[config.mk]
export PLATFORM = sky130hd
export DESIGN_NAME = iq_decim
export DESIGN_NICKNAME = d
export VERILOG_FILES = /design/src/rtl/iq_decim_pkg.sv /design/src/rtl/iq_chan.sv /design/src/rtl/iq_scale.sv /design/src/rtl/iq_framer.sv /design/src/rtl/iq_decim.sv
export SDC_FILE = /design/constraint.sdc
export NUM_CORES = 2
export LEC_CHECK = 0
export BUFFER_PORTS_ARGS = -buffer_cell sky130_fd_sc_hd__clkbuf_2
export CAP_MARGIN = 20
export CORE_MARGIN = 5
export CORE_UTILIZATION = 45
export CTS_CLUSTER_SIZE = 10
export DETAILED_ROUTE_END_ITERATION = 6
export SYNTH_ARGS = -nofsm -noshare
export SYNTH_HDL_FRONTEND = slang
export SYNTH_SLANG_ARGS = --single-unit
[constraint.sdc]
create_clock -name clk -period 140.6 [get_ports clk]
set_input_delay 14.06 -clock clk [delete_from_list [all_inputs] [get_ports clk]]
set_output_delay 14.06 -clock clk [all_outputs]
set_load 0.02 [all_outputs]
[src/rtl/iq_decim_pkg.sv]
package iq_decim_pkg;
    // fractional bits of the leaky DC tracker
    parameter int DC_FRAC = 16;
    // bytes produced per decimated sample (I then Q)
    parameter int NUM_CH = 2;

    typedef logic [7:0] sample_byte_t;
endpackage

[src/rtl/iq_chan.sv]
module iq_chan
    import iq_decim_pkg::*;
#(
    parameter int CNT_W = 16,
    localparam int C_W  = CNT_W + 4
) (
    input  logic                  clk,
    input  logic                  rst_n,
    input  logic                  beat_valid,
    input  logic                  beat_second,
    input  logic [CNT_W-1:0]      cnt_neg,
    input  logic [CNT_W-1:0]      cnt_pos,
    output logic signed [C_W-1:0] corr_o
);
    localparam int XW    = CNT_W + 1;
    localparam int SUM_W = CNT_W + 3;
    localparam int SW    = CNT_W + 2;
    localparam int DC_W  = SW + DC_FRAC + 1;
    localparam int T_W   = DC_W + DC_FRAC + 2;

    typedef struct packed {
        logic signed [XW-1:0]   x1;
        logic signed [XW-1:0]   prev;
        logic signed [DC_W-1:0] dc;
    } chan_state_t;

    chan_state_t st_d, st_q;

    logic signed [XW-1:0]    half_x;
    logic signed [SUM_W-1:0] tap_sum;
    logic signed [SW-1:0]    smp;
    logic signed [T_W-1:0]   dc_acc;
    logic signed [DC_W-1:0]  dc_new;
    logic signed [T_W-1:0]   diff;

    always_comb begin
        half_x  = $signed({1'b0, cnt_neg}) - $signed({1'b0, cnt_pos});
        tap_sum = SUM_W'(st_q.prev) + (SUM_W'(st_q.x1) <<< 1) + SUM_W'(half_x);
        smp     = SW'(tap_sum / 2);
        dc_acc  = (T_W'(st_q.dc) <<< DC_FRAC) - T_W'(st_q.dc) + (T_W'(smp) <<< DC_FRAC);
        dc_new  = DC_W'(dc_acc >>> DC_FRAC);
        diff    = (T_W'(smp) <<< DC_FRAC) - T_W'(dc_new);
        corr_o  = C_W'(diff >>> DC_FRAC);

        st_d = st_q;
        if (beat_valid) begin
            if (!beat_second) begin
                st_d.x1 = half_x;
            end else begin
                st_d.prev = half_x;
                st_d.dc   = dc_new;
            end
        end
    end

    always_ff @(posedge clk) begin
        if (!rst_n) st_q <= '0;
        else        st_q <= st_d;
    end
endmodule

[src/rtl/iq_scale.sv]
module iq_scale
    import iq_decim_pkg::*;
#(
    parameter int C_W    = 20,
    parameter int GAIN_W = 12,
    parameter int DIV_W  = 16
) (
    input  logic signed [C_W-1:0] corr,
    input  logic [GAIN_W-1:0]     gain,
    input  logic [DIV_W-1:0]      divisor,
    output sample_byte_t          byte_o
);
    localparam int P_W = C_W + GAIN_W + 1;

    logic signed [P_W-1:0] prod;
    logic signed [P_W-1:0] quo;
    logic signed [7:0]     sat;

    always_comb begin
        prod = P_W'(corr) * $signed(P_W'({1'b0, gain}));
        quo  = prod / $signed(P_W'({1'b0, divisor}));
        if (quo > $signed(P_W'(127)))        sat = 8'sd127;
        else if (quo < $signed(-P_W'(128)))  sat = -8'sd128;
        else                                 sat = quo[7:0];
        byte_o = {~sat[7], sat[6:0]};
    end
endmodule

[src/rtl/iq_framer.sv]
module iq_framer
    import iq_decim_pkg::*;
#(
    parameter int BLOCK_PAIRS = 32
) (
    input  logic         clk,
    input  logic         rst_n,
    input  logic         fire,
    input  sample_byte_t byte_i,
    input  sample_byte_t byte_q,
    output logic         out_valid,
    output sample_byte_t out_byte,
    output logic         out_last
);
    localparam int BLOCK_BYTES = NUM_CH * BLOCK_PAIRS;
    localparam int CNT_BITS    = $clog2(BLOCK_BYTES);

    typedef struct packed {
        logic                valid;
        sample_byte_t        data;
        logic                last;
        logic                pend_valid;
        sample_byte_t        pend_data;
        logic [CNT_BITS-1:0] cnt;
    } frame_state_t;

    frame_state_t fr_d, fr_q;
    logic         emit;

    always_comb begin
        fr_d       = fr_q;
        fr_d.valid = 1'b0;
        fr_d.last  = 1'b0;
        emit       = 1'b0;
        if (fire) begin
            emit            = 1'b1;
            fr_d.data       = byte_i;
            fr_d.pend_valid = 1'b1;
            fr_d.pend_data  = byte_q;
        end else if (fr_q.pend_valid) begin
            emit            = 1'b1;
            fr_d.data       = fr_q.pend_data;
            fr_d.pend_valid = 1'b0;
        end
        if (emit) begin
            fr_d.valid = 1'b1;
            if (fr_q.cnt == CNT_BITS'(BLOCK_BYTES - 1)) begin
                fr_d.last = 1'b1;
                fr_d.cnt  = '0;
            end else begin
                fr_d.cnt = fr_q.cnt + 1'b1;
            end
        end
    end

    always_ff @(posedge clk) begin
        if (!rst_n) fr_q <= '0;
        else        fr_q <= fr_d;
    end

    assign out_valid = fr_q.valid;
    assign out_byte  = fr_q.data;
    assign out_last  = fr_q.last;
endmodule

[src/rtl/iq_decim.sv]
module iq_decim
    import iq_decim_pkg::*;
#(
    parameter int CNT_W       = 16,
    parameter int GAIN_W      = 12,
    parameter int DIV_W       = 16,
    parameter int BLOCK_PAIRS = 32
) (
    input  logic              clk,
    input  logic              rst_n,
    input  logic              in_valid,
    input  logic [CNT_W-1:0]  in_i_neg,
    input  logic [CNT_W-1:0]  in_i_pos,
    input  logic [CNT_W-1:0]  in_q_neg,
    input  logic [CNT_W-1:0]  in_q_pos,
    input  logic [GAIN_W-1:0] gain,
    input  logic [DIV_W-1:0]  divisor,
    output logic              out_valid,
    output logic [7:0]        out_byte,
    output logic              out_last
);
    localparam int C_W = CNT_W + 4;

    typedef struct packed {
        logic             second;
        logic [DIV_W-1:0] div_hold;
    } ctl_state_t;

    ctl_state_t ctl_d, ctl_q;
    logic [DIV_W-1:0] div_eff;
    logic             fire;

    logic [CNT_W-1:0]      neg_a  [NUM_CH];
    logic [CNT_W-1:0]      pos_a  [NUM_CH];
    logic signed [C_W-1:0] corr_a [NUM_CH];
    sample_byte_t          byte_a [NUM_CH];

    assign neg_a[0] = in_i_neg;
    assign pos_a[0] = in_i_pos;
    assign neg_a[1] = in_q_neg;
    assign pos_a[1] = in_q_pos;

    always_comb begin
        ctl_d   = ctl_q;
        div_eff = (divisor != '0) ? divisor : ctl_q.div_hold;
        fire    = in_valid && ctl_q.second;
        if (divisor != '0) ctl_d.div_hold = divisor;
        if (in_valid)      ctl_d.second   = ~ctl_q.second;
    end

    always_ff @(posedge clk) begin
        if (!rst_n) begin
            ctl_q.second   <= 1'b0;
            ctl_q.div_hold <= DIV_W'(1);
        end else begin
            ctl_q <= ctl_d;
        end
    end

    for (genvar ch = 0; ch < NUM_CH; ch++) begin : g_ch
        iq_chan #(.CNT_W(CNT_W)) u_chan (
            .clk         (clk),
            .rst_n       (rst_n),
            .beat_valid  (in_valid),
            .beat_second (ctl_q.second),
            .cnt_neg     (neg_a[ch]),
            .cnt_pos     (pos_a[ch]),
            .corr_o      (corr_a[ch])
        );
        iq_scale #(.C_W(C_W), .GAIN_W(GAIN_W), .DIV_W(DIV_W)) u_scale (
            .corr    (corr_a[ch]),
            .gain    (gain),
            .divisor (div_eff),
            .byte_o  (byte_a[ch])
        );
    end

    iq_framer #(.BLOCK_PAIRS(BLOCK_PAIRS)) u_framer (
        .clk       (clk),
        .rst_n     (rst_n),
        .fire      (fire),
        .byte_i    (byte_a[0]),
        .byte_q    (byte_a[1]),
        .out_valid (out_valid),
        .out_byte  (out_byte),
        .out_last  (out_last)
    );
endmodule

==> impl_results.md <==
* Status: finished with violations
* Failing checks: design-rule violations
* Clock Latency Late Sink at 0.51 ns
* Slowest library cell on the worst path: fa_1
* Synthesized area at 0.0852 mm²
* Post-Syn Area per Cell at 7.41 µm²
* Leading area contributor after synthesis: ha_1
* Area Growth Syn to Fin at 9.21%
* CTS clk-pin slew, worst paths at 0.08 ns
* Worst EP arrival at 133.40 ns
* Slew HR at 0.0848
* NumNets Final at 13500
* Syn Inst Count at 11500
* Die height at 445 µm
* DR vias/cell at 6.10
* Post-DP HPWL at 243000 µm
* Actual slew at the worst max-slew pin at 1.37 ns
* Post-route DRC at 3
* Initial DRT Pass Iterations at 7
* Top cells by area, synth: ha_1 (17%), fa_1 (13%), nand2_1 (5.1%)
* GRT Util Overall at 0.292
* Hold-fix buffers, CTS at 0
* IO Count at 105
* Routed len/inst at 21.1 µm
* Critical path peak fanout at 36
* Number of synthesized flops with an enable pin at 0
* Worst EP required at 141.01 ns
* Final Max Slew Viols at 0
* Clock sink count at 180
* Max-Cap Viols at 0
* Cts bufs inserted at 17
* CP startpoint kind: primary input
* Initial core utilization at 0.453
* Clk_skew at 0.0346 ns
* Synth cell types at 132
* Slowest Stage Delay on Critical Path at 0.61 ns
* Final min period at 132.98 ns
* Worst-case clock buffer depth at 2
* Syn Nets at 13300
* Critical path type: in2reg
* Fin util at 0.495
* First-pass GRT wire length at 470000 µm
* Via count of the routed design at 87000
* GR Overflow Total at 0
* Top-count cell post-synth: nand2_1
* Synth warn at 0
* Top cell type's share of synthesized area at 0.169
* Core Region at 0.188 mm²
* Setup violations, final at 0
* Layout cell share with drive strength beyond 1 at 0.110
* Fraction of registers with async set or reset after synthesis at 0
* CTS root buf: clkbuf_16
* Fin crit share at 0.946
* Most frequent CP cell: o21a_1
* Number of global-route vias before repair at 84900
* Post-synth top cells: nand2_1 (1164), ha_1 (1153), inv_1 (1029), nor2_1 (874), a21oi_1 (613)
* Antenna-violating nets left at 0
* Port Buffers at 104
* Pin count of the biggest net entering global routing at 91
* Std-Cell Rows at 159
* Routed WL at 301000 µm
* Type of the tightest min-delay check: reg2reg
* Initial DRC Count at 6011
* Final RePlAce weighted congestion at 0.983
* CTS HTree Levels at 4
* Seq cells post-synth at 180
* Die extent in x at 445 µm
* Final hold violation count at 0
* Initial antenna violation count at 9
* CP Capture Type: flip-flop
* DIE AREA at 0.198 mm²
* CTS tree: yes
* Share of the yosys chip area belonging to registers at 0.0423
* Max Clk Rate at 0.00752 GHz
* Most used DFF post-synth: dfxtp_1
[registers in the layout, summed over array words and instances (netlist names)]
name / cells
u_framer.out_valid: 1
ctl_q: 17
g_ch.u_chan.st_q: 138
u_framer.out_byte: 8
u_framer.fr_q: 15
u_framer.out_last: 1
[repair_timing]
item / 4_1_cts / 5_1_grt
pin swaps: 1 / 30
endpoints found under the setup margin: 8 / 16
resized for setup: 6 / 242
endpoints found under the hold margin: 0 / 0
cloned: 1 / 2
setup buffers: 0 / 67
[layout make-up]
type                            instances  area [µm²]
Sequential cell                       180        3600
Fill cell                           18800       95000
Antenna cell                            7        17.5
Clock buffer                           19         443
Timing Repair Buffer                  615        4450
Clock inverter                         13         155
Inverter                             1032        3880
Multi-Input combinational cell       9896       77300
Tap cell                             2495        3120
[kinds of logic after synthesis]
logic type                 after synthesis  share of synthesized area
muxes                                  288                     0.0370
buffers and inverters                 1423                     0.0651
and+or+nand+nor                       4184                      0.243
DFF                                    180                     0.0423
AOI/OAI and AO/OA                     3069                      0.248
adders and majority gates             1697                      0.297
xor gates and xnor gates               655                     0.0675
[cell usage in the layout, fill, tap and decap left out, types with 236 or more instances in the layout]
master	instances
o21a_1	545
ha_1	1152
nor3_1	593
o21ai_0	435
a21o_1	246
o31ai_1	236
xnor2_1	402
fa_1	542
nand2_1	1158
xor2_1	239
inv_1	1027
a21oi_1	563
buf_4	498
nor2_1	851
and2_1	365
[worst paths after layout]
check	from	end	slack, ns	cells past startpoint
worst max-delay path	in_i_neg[0]	u_framer.out_byte[5]$_SDFFE_PN0N_	7.62	595
worst min-delay path	g_ch[0].u_chan.st_q[36]$_SDFFE_PN0P_	g_ch[0].u_chan.st_q[36]$_SDFFE_PN0P_	0.47	2
worst max register to register	g_ch[0].u_chan.st_q[37]$_SDFFE_PN0P_	u_framer.out_byte[5]$_SDFFE_PN0N_	21.92	588
worst min register to register	g_ch[0].u_chan.st_q[36]$_SDFFE_PN0P_	g_ch[0].u_chan.st_q[36]$_SDFFE_PN0P_	0.47	2
[critical path, delay by kind of cell]
| family | cells | cell delay, ns |
|---|---|---|
| AO/OA/AOI/OAI | 344 | 69.35 |
| adder cells (fa/ha/maj) | 49 | 15.99 |
| multiplexers | 7 | 1.46 |
| AND/OR/NAND/NOR | 158 | 26.67 |
| XOR/XNOR | 5 | 0.99 |
| buffers and inverters | 32 | 4.61 |
[stage by stage]
stage | instances | instance area, µm² | hold slack [ns] | setup WS, ns | setup TNS (ns)
5_1_grt | 14300 | 93000 | 0.485 | -0.182 | -1.95
3_3_place_gp | 14100 | 90700 | 0.454 | 2.56 | 0
4_1_cts | 14200 | 91400 | 0.472 | 0.0125 | 0
6_report | 14300 | 93000 | 0.467 | 7.62 | 0
2_1_floorplan | 11500 | 85200 | 0.443 | 4.22 | 0
3_5_place_dp | 14100 | 90700 | 0.460 | -1.23 | -8.84
[per-layer routing]
metal	wire, µm	up-vias	GRT usage
li1	-	41600	-
met1	131000	42100	0.377
met2	138000	2740	0.495
met3	16800	615	0.0307
met4	15000	0	0.127
met5	0	-	0
Power is left out: the tool's default activity adds up to more than one toggle a clock period on the data nets, which glitch-free logic cannot reach.
